--- config.mk ---
export PLATFORM = sky130hd
export DESIGN_NAME = spi_pin_port
export DESIGN_NICKNAME = d
export VERILOG_FILES = /design/src/rtl/spi_pin_pkg.sv /design/src/rtl/pin_sync.sv /design/src/rtl/spi_edge_front.sv /design/src/rtl/shift_stage.sv /design/src/rtl/irq_tracker.sv /design/src/rtl/spi_pin_port.sv
export SDC_FILE = /design/constraint.sdc
export NUM_CORES = 1
export LEC_CHECK = 0
export ABC_AREA = 0
export CORE_AREA = 2 2 77 79
export DETAILED_ROUTE_END_ITERATION = 6
export DIE_AREA = 0 0 79 81
export GPL_ROUTABILITY_DRIVEN = 0
export GPL_TIMING_DRIVEN = 0
export MAX_ROUTING_LAYER = met4
export PLACE_DENSITY = 0.79
export SETUP_SLACK_MARGIN = 0.5
export SYNTH_ARGS = -nofsm -noshare
export SYNTH_HDL_FRONTEND = slang
export SYNTH_HIERARCHICAL = 1
export SYNTH_SLANG_ARGS = --single-unit
--- constraint.sdc ---
create_clock -name clk -period 1.45 [get_ports clk]
set_clock_uncertainty 0.15 [all_clocks]
set_input_delay 0.2175 -clock clk [delete_from_list [all_inputs] [get_ports clk]]
set_output_delay 0.2175 -clock clk [all_outputs]
set_load 0.03 [all_outputs]
--- src/rtl/spi_pin_pkg.sv ---
package spi_pin_pkg;
   localparam int LANES_PER_STAGE = 8;

   typedef struct packed {
      logic sel;       // synchronised select, active high
      logic sel_fall;  // first cycle of a select period
      logic sck_rise;  // qualified by select
      logic sck_fall;  // qualified by select
      logic mosi;      // synchronised serial input
   } spi_evt_t;
endpackage

--- src/rtl/pin_sync.sv ---
module pin_sync #(
   parameter int WIDTH = 1,
   parameter int DEPTH = 2,
   parameter logic [WIDTH-1:0] RST_VAL = '0
) (
   input  logic             clk,
   input  logic             rst_n,
   input  logic [WIDTH-1:0] d,
   output logic [WIDTH-1:0] q
);
   generate
      if (DEPTH < 2) begin : g_bad_depth
         $error("pin_sync: DEPTH must be at least 2");
      end
      if (WIDTH < 1) begin : g_bad_width
         $error("pin_sync: WIDTH must be at least 1");
      end
   endgenerate

   logic [WIDTH-1:0] chain [DEPTH];

   always_ff @(posedge clk or negedge rst_n) begin
      if (!rst_n) begin
         for (int i = 0; i < DEPTH; i++) chain[i] <= RST_VAL;
      end else begin
         chain[0] <= d;
         for (int i = 1; i < DEPTH; i++) chain[i] <= chain[i-1];
      end
   end

   assign q = chain[DEPTH-1];
endmodule

--- src/rtl/spi_edge_front.sv ---
module spi_edge_front
   import spi_pin_pkg::*;
#(
   parameter int SYNC_DEPTH = 2
) (
   input  logic     clk,
   input  logic     rst_n,
   input  logic     ss_n,
   input  logic     sck,
   input  logic     mosi,
   output spi_evt_t evt
);
   logic [2:0] raw_w, sync_w;
   logic       ss_q, sck_q;
   logic       ss_s, sck_s, mosi_s;

   assign raw_w = {ss_n, sck, mosi};

   pin_sync #(
      .WIDTH   (3),
      .DEPTH   (SYNC_DEPTH),
      .RST_VAL (3'b100)
   ) u_sync (
      .clk   (clk),
      .rst_n (rst_n),
      .d     (raw_w),
      .q     (sync_w)
   );

   assign {ss_s, sck_s, mosi_s} = sync_w;

   always_ff @(posedge clk or negedge rst_n) begin
      if (!rst_n) begin
         ss_q  <= 1'b1;
         sck_q <= 1'b0;
      end else begin
         ss_q  <= ss_s;
         sck_q <= sck_s;
      end
   end

   always_comb begin
      evt.sel      = ~ss_s;
      evt.sel_fall = ss_q & ~ss_s;
      evt.sck_rise = ~ss_s & ~sck_q & sck_s;
      evt.sck_fall = ~ss_s & sck_q & ~sck_s;
      evt.mosi     = mosi_s;
   end
endmodule

--- src/rtl/shift_stage.sv ---
module shift_stage #(
   parameter int LANES = 8
) (
   input  logic             clk,
   input  logic             rst_n,
   input  logic             load,
   input  logic             shift,
   input  logic [LANES-1:0] par,
   input  logic             ser_in,
   output logic             ser_out,
   output logic [LANES-1:0] q
);
   always_ff @(posedge clk or negedge rst_n) begin
      if (!rst_n)      q <= '0;
      else if (load)   q <= par;
      else if (shift)  q <= {q[LANES-2:0], ser_in};
   end

   assign ser_out = q[LANES-1];
endmodule

--- src/rtl/irq_tracker.sv ---
module irq_tracker #(
   parameter int WIDTH = 8
) (
   input  logic             clk,
   input  logic             rst_n,
   input  logic [WIDTH-1:0] pins,
   input  logic             capture,
   output logic             irq_n
);
   logic [WIDTH-1:0] snap;
   logic             pending;

   always_ff @(posedge clk or negedge rst_n) begin
      if (!rst_n) begin
         snap    <= '0;
         pending <= 1'b0;
      end else if (capture) begin
         snap    <= pins;
         pending <= 1'b0;
      end else if (pins != snap) begin
         pending <= 1'b1;
      end
   end

   assign irq_n = ~pending;
endmodule

--- src/rtl/spi_pin_port.sv ---
module spi_pin_port
   import spi_pin_pkg::*;
#(
   parameter int STAGES     = 2,
   parameter int SYNC_DEPTH = 2
) (
   input  logic                              clk,
   input  logic                              rst_n,
   input  logic [STAGES*LANES_PER_STAGE-1:0] pins_i,
   input  logic                              ss_n,
   input  logic                              sck,
   input  logic                              mosi,
   output logic                              miso_d,
   output logic                              miso_oe,
   output logic                              irq_n
);
   localparam int W = STAGES * LANES_PER_STAGE;

   generate
      if (STAGES < 1) begin : g_bad_stages
         $error("spi_pin_port: STAGES must be at least 1");
      end
   endgenerate

   spi_evt_t     evt;
   logic [W-1:0] pins_s;
   logic [W-1:0] sr_all;
   logic [STAGES:0] link;
   logic         mosi_cap;
   logic         sel_w, sel_fall_w, sck_fall_w;
   logic         load_w, shift_w;

   spi_edge_front #(.SYNC_DEPTH(SYNC_DEPTH)) u_front (
      .clk   (clk),
      .rst_n (rst_n),
      .ss_n  (ss_n),
      .sck   (sck),
      .mosi  (mosi),
      .evt   (evt)
   );

   pin_sync #(.WIDTH(W), .DEPTH(SYNC_DEPTH), .RST_VAL('0)) u_pin_sync (
      .clk   (clk),
      .rst_n (rst_n),
      .d     (pins_i),
      .q     (pins_s)
   );

   assign sel_w      = evt.sel;
   assign sel_fall_w = evt.sel_fall;
   assign sck_fall_w = evt.sck_fall;

   always_ff @(posedge clk or negedge rst_n) begin
      if (!rst_n)            mosi_cap <= 1'b0;
      else if (evt.sck_rise) mosi_cap <= evt.mosi;
   end

   assign load_w  = ~sel_w | sel_fall_w;
   assign shift_w = sel_w & ~sel_fall_w & sck_fall_w;

   assign link[0] = mosi_cap;

   generate
      for (genvar g = 0; g < STAGES; g++) begin : g_stage
         shift_stage #(.LANES(LANES_PER_STAGE)) u_stage (
            .clk     (clk),
            .rst_n   (rst_n),
            .load    (load_w),
            .shift   (shift_w),
            .par     (pins_s[g*LANES_PER_STAGE +: LANES_PER_STAGE]),
            .ser_in  (link[g]),
            .ser_out (link[g+1]),
            .q       (sr_all[g*LANES_PER_STAGE +: LANES_PER_STAGE])
         );
      end
   endgenerate

   irq_tracker #(.WIDTH(W)) u_irq (
      .clk     (clk),
      .rst_n   (rst_n),
      .pins    (pins_s),
      .capture (sel_fall_w),
      .irq_n   (irq_n)
   );

   assign miso_d  = link[STAGES];
   assign miso_oe = sel_w;
endmodule

==> key figures, run 1 <==
Synthesis
  • Synth Net Count: between 200 and 250
  • Mean cell area of the mapped netlist: 14.4 µm²
  • Ys Warns: 6
  • Post-Syn Instances: 193
  • Post-Syn Area: 2780 µm²

Worst setup path
  • Crit path cell chain: buf_6 -> nor2b_4 -> and3b_2 -> buf_6 -> mux2i_1 -> o21ai_1
  • Max FO, Critical Path: 8
  • FF-to-FF Start: u_front/u_sync/q[2]
  • CP most frequent cell: buf_6
  • Slowest stage cell, crit path: dfstp_2
  • RR Endpoint: g_stage[0].u_stage/q[6]
  • CP peak stage delay: between 500 and 600 ps
  • Worst endpoint required time: 1520 ps
  • Top delay family on crit path: flip-flops
  • CP Launch Type: flip-flop
  • Crit path DAT: 1770 ps
  • Setup CP Type: reg -> reg
  • Worst setup EP type: flip-flop
  • Worst path bufs/invs: 2
  • Flop2flop setup slack: -250 ps
  • FF-to-FF path depth: 6

STA
  • Worst Slack Setup Final: -247 ps
  • Max-slew violations: 0
  • Min Clock Period, post-route: 1700 ps
  • RSZ-0062 raised after global routing: yes
  • Final period util: 1.17
  • Slew HR: 0.421
  • Worst-Margin Slew: 869 ps
  • Fin. Hold Viols: 71
  • Final setup fails: 34
  • Fmax: roughly 0.59 GHz
  • Hold_ws: -167 ps

Clock tree
  • Clk sink count: 74
  • Max clock buf depth: 2
  • Clock Latency Late Sink: 340 ps
  • Clock tree root driver cell: clkbuf_8
  • TritonCTS clock tree: done
  • Clock slew at reported path FFs: 80 ps
  • CTS HTree Levels: 3
  • Cts bufs inserted: 9

Detailed routing
  • DR vias: 1469
  • Routed WL: 4.22 mm
  • Initial DRC count: 75
  • Vias per inst: 4.66
  • Wire per inst: about 13 µm
  • DRC viols: 0
  • Antenna-violating nets left: 0
  • Pre-Repair DR Iteration Count: 4

Cells and area
  • Synth-to-Final Area Change: 25.9%
  • Finished Cell Area: 3490 µm²
  • Diodes inserted: 0
  • Sequential cell area: 1860 µm²
  • Layout cell share with drive strength beyond 1: 0.333
  • Post-Layout Cell Count: 315
  • Multi-input logic area: around 800 µm²
  • Most frequent cells in the layout: dfrtp_1, buf_4, clkdlybuf4s50_1
  • Fillers: 454
  • Nets@finish: 256
  • Most common cell after layout, fill and taps aside: dfrtp_1
  • Core Util, Final: 0.616

Hold path
  • Worst hold path type: in -> async

Pwr
  • PwrDens: 1230 nW/µm²
  • Maximum VDD drop: 0.000864 V
  • Lkg Pwr: 1.52 nW
  • Final Power: 4.29 mW

Die
  • Core Area: between 5000 and 6000 µm²
  • Die area: 6400 µm²
  • Row count: 28
  • Overall die width: 79 µm
  • # IOs: 24
  • Die Height: ~81 µm
  • Effective utilization at floorplan: 0.489

Run status
  • Failing checks: negative hold slack, negative setup slack
  • Status: complete, but fails checks

Global route
  • Grt ovf: 0
  • First-pass GRT wire length: 7.11 mm
  • Initial antenna violation count: 0
  • Pin count of the biggest net entering global routing: between 70 and 80
  • Tot GR Track Use: 0.157
  • Vias in the first global route: between 1500 and 2000

Placement
  • Post-DP HPWL: ~2.7 mm
  • Cell Area, Placed: roughly 3200 µm²
  • PortBufs: 23
  • # placed instances: about 290

Job
  • Max-cap violations: 0
## where the power goes
group | switching [mW] | total (mW) | leakage (nW) | internal [mW]
registers | 0.0968 | 2.34 | 0.866 | 2.24
logic | 0.220 | 0.560 | 0.579 | 0.340
clock network | 0.727 | 1.39 | 0.0765 | 0.662
## routing by layer
metal  wire length (µm)  GRT usage  up-vias
met4                 65     0.0776        0
met3                144     0.0478        4
met5                  0          -        -
met1               1880      0.185      731
met2               2130      0.247       23
li1                   -          -      711
## metrics by stage
stage / setup WS [ps] / TNS (ps)
2_1_floorplan: -168 / -3090
3_3_place_gp: -2300 / -172950
3_5_place_dp: -294 / -5610
4_1_cts: -225 / -6220
5_1_grt: -303 / -8580
6_report: -247 / -6530
## worst max-delay path by stage
stage | startpoint | to | slack, ps | depth (start not counted)
after CTS | u_front/u_sync/q[2] | g_stage[0].u_stage/q[6] | -230 | 6
after floorplan | u_front/u_sync/q[2] | g_stage[0].u_stage/q[3] | -170 | 5
after global routing | u_front/u_sync/q[2] | g_stage[1].u_stage/q[1] | -300 | 6
after detailed placement | u_front/u_sync/q[2] | g_stage[0].u_stage/q[7] | -290 | 6
final | u_front/u_sync/q[2] | g_stage[0].u_stage/q[6] | -250 | 6
after global placement | rst_n | u_pin_sync/q[14] | -2300 | 1
## what timing repair did
item,in CTS,in global routing
hold endpoints to repair,71,71
gates resized for setup,30,6
cloned,1,0
setup buffers,6,1
pin swaps,0,4
setup endpoints to repair,37,37
## flip-flops by register name (all words and copies together) (netlist names)
name and flops:
u_pin_sync/q 16, g_stage.u_stage/q 16, mosi_cap 1, u_front/u_sync/chain 3
u_pin_sync/chain 16, u_irq/snap 16, u_front/sck_q 1, u_front/ss_q 1
u_irq/pending 1, u_front/u_sync/q 3
## area by class of cell
| cell class | count | share of cell area |
|---|---|---|
| flip-flops and latches | 74 | 0.531 |
| multi-input cells | 92 | 0.229 |
| repair buffers | 31 | 0.0924 |
| plain buffers | 25 | 0.0673 |
| clock buffers | 10 | 0.0394 |
| well taps | 75 | 0.0269 |
| clock inverters | 6 | 0.0122 |
| inverters | 2 | 0.00215 |
Note: power is estimated with default switching activity, not from simulation.
==> run 2: changes to the inputs <==
Settings changed: PLACE_DENSITY 0.79 to 0.74.
==> run 2 against run 1 <==
The flow still finishes with violations (negative hold slack, negative setup slack). Register-to-register slack better by 30 ps. Global-route usage down 0.36 points. Clock power up 34%. Maximum frequency up 1.5%. Sequential power about the same. Sequential share of layout area down 1.4 points. Design area up 2.6%. First-iteration DRC count up 52%. Core utilization up 1.6 points.
==> key figures, run 2 (synthesis results as in run 1) <==
Cells and area
  • Diodes inserted: 0 (unchanged)
  • Finished Cell Area: 3590 µm² (+2.6%)
  • Nets@finish: 256 (unchanged)
  • Post-Layout Cell Count: 315 (unchanged)
  • Fillers: 440 (-3.1%)
  • Synth-to-Final Area Change: 29.2%
  • Layout cell share with drive strength beyond 1: 0.354 (+0.0208)
  • Most frequent cells in the layout: dfrtp_1, buf_4, clkdlybuf4s50_1
  • Core Util, Final: 0.632 (+0.0161)
  • Most common cell after layout, fill and taps aside: dfrtp_1

Job
  • Max-cap violations: 0 (unchanged)

Die
  • Row count: 28 (unchanged)
  • Overall die width: 79 µm (unchanged)
  • Die area: 6400 µm² (unchanged)
  • Core Area: 5680 µm² (unchanged)
  • Die Height: 81 µm (unchanged)
  • # IOs: 24 (unchanged)
  • Effective utilization at floorplan: 0.489 (unchanged)

Detailed routing
  • Routed WL: 4.28 mm (+1.5%)
  • DR vias: 1484 (+1.0%)
  • Pre-Repair DR Iteration Count: 4 (unchanged)
  • Antenna-violating nets left: 0 (unchanged)
  • Wire per inst: 13.6 µm (+1.5%)
  • DRC viols: 0 (unchanged)
  • Initial DRC count: 114 (+52%)
  • Vias per inst: 4.71 (+1.0%)

STA
  • Slew HR: 0.415 (-0.00534)
  • Final setup fails: 34 (unchanged)
  • Final period util: 1.15 (-0.0178)
  • Fin. Hold Viols: 71 (unchanged)
  • Worst Slack Setup Final: -222 ps (+25.8 ps)
  • Worst-Margin Slew: 877 ps (+8.01 ps)
  • TNS Setup: -6350 ps (+176 ps)
  • Min Clock Period, post-route: 1670 ps (-25.8 ps)
  • Hold_ws: -146 ps (+21.6 ps)
  • RSZ-0062 raised after global routing: yes
  • Fmax: 0.598 GHz (+1.5%)
  • Max-slew violations: 0 (unchanged)

Run status
  • Status: complete, but fails checks
  • Failing checks: negative hold slack, negative setup slack

Clock tree
  • Clock tree root driver cell: clkbuf_8
  • CTS HTree Levels: 3 (unchanged)
  • Max clock buf depth: 2 (unchanged)
  • Clock slew at reported path FFs: 80 ps (about the same)
  • Cts bufs inserted: 9 (unchanged)
  • Clock Latency Late Sink: 350 ps (about the same)
  • Clk sink count: 74 (unchanged)
  • TritonCTS clock tree: done

Worst setup path
  • Slowest stage cell, crit path: dfstp_2
  • Crit path cell chain: buf_6 -> nor2b_4 -> and3b_2 -> buf_6 -> mux2i_1 -> o21ai_1
  • CP Launch Type: flip-flop
  • CP most frequent cell: buf_6
  • Crit path DAT: 1750 ps (-20 ps)
  • RR Endpoint: g_stage[0].u_stage/q[4]
  • CP peak stage delay: 530 ps (about the same)
  • Worst endpoint required time: 1530 ps (about the same)
  • FF-to-FF Start: u_front/u_sync/q[2]
  • FF-to-FF path depth: 6 (unchanged)
  • Crit path to: g_stage[0].u_stage/q[4]
  • Max FO, Critical Path: 8 (unchanged)
  • Flop2flop setup slack: -220 ps (+30 ps)
  • Critical Path Source: u_front/u_sync/q[2]
  • Setup CP Type: reg -> reg
  • Worst setup EP type: flip-flop

Pwr
  • PwrDens: 1330 nW/µm² (+8.7%)
  • Maximum VDD drop: 0.000794 V (-8.0%)
  • Lkg Pwr: 1.59 nW (+4.5%)

Placement
  • DP Worst Slack: -288 ps (+5.48 ps)
  • Cell Area, Placed: 3180 µm² (unchanged)
  • # placed instances: 291 (unchanged)
  • Post-DP HPWL: 2.58 mm (-4.3%)
  • PortBufs: 23 (unchanged)

Global route
  • Initial antenna violation count: 0 (unchanged)
  • Tot GR Track Use: 0.153 (-0.00355)
  • Grt ovf: 0 (unchanged)
  • First-pass GRT wire length: 6.93 mm (-2.6%)
  • Vias in the first global route: 1450 (-6.5%)
  • Pin count of the biggest net entering global routing: 75 (unchanged)

Hold path
  • Worst hold path type: in -> async
==> run 2: cell types whose count changed in the layout (fill, tap and decap cells not counted), moves of 2 or more <==
cell	before	now
xnor2_2	0	7
clkbuf_1	0	2
xnor2_1	16	9
bufinv_16	0	3
clkinvlp_4	5	1
==> run 2: where the power goes <==
group | leakage [nW] | internal, mW | switching [mW]
Sequential | 0.866 | 2.24 | 0.100
Combinational | 0.610 | 0.357 | 0.226
Clock | 0.114 | 1.14 | 0.715
==> run 2: worst min path at each step <==
stage                          from                      end  slack [ps]  cells after the start
2_1_floorplan                 rst_n  g_stage[0].u_stage/q[0]        -230                      0
3_3_place_gp   u_pin_sync/chain[21]          u_pin_sync/q[5]         180                      0
5_1_grt                       rst_n          u_pin_sync/q[2]         -80                      1
3_5_place_dp   u_pin_sync/chain[16]          u_pin_sync/q[0]         190                      0
6_report                      rst_n          u_pin_sync/q[2]        -150                      1
4_1_cts                       rst_n            u_irq/snap[7]        -130                      1
==> run 2: worst max-delay path, delay by kind of cell (launching register included) <==
kind / cells / cell delay (ps)
flip-flops: 1 / 530
AO/OA/AOI/OAI: 1 / 80
buffers and inverters: 2 / 260
multiplexers: 1 / 230
AND/OR/NAND/NOR: 2 / 290
==> run 2: layout make-up <==
| class | count | area, µm² | area share |
|---|---|---|---|
| plain buffers | 25 | 226 | 0.0632 |
| clock buffers | 11 | 131 | 0.0366 |
| clock inverters | 5 | 103 | 0.0286 |
| inverters | 2 | 7.51 | 0.00209 |
| multi-input cells | 92 | 848 | 0.237 |
| flip-flops and latches | 74 | 1860 | 0.517 |
| well taps | 75 | 93.8 | 0.0262 |
| repair buffers | 31 | 320 | 0.0893 |
==> run 2: per-layer routing <==
layer,GRT usage,part of all wire
met4,0.0828,0.021
met2,0.218,0.50
met3,0.0478,0.033
met1,0.198,0.44
met5,-,0
==> run 2: what timing repair did <==
item	CTS	global route
gates resized for setup	36	3
setup endpoints to repair	37	37
buffers inserted	4	3
pin swaps	3	1
gates cloned	0	1
hold endpoints to repair	71	71
==> run 2: per-stage QoR <==
step                      hold WS, ps  power, mW
final                            -146       4.78
after global placement            181       2.87
after detailed placement          186       2.89
after floorplan                  -228       2.71
after CTS                        -131       4.80
after global routing            -76.7       4.97
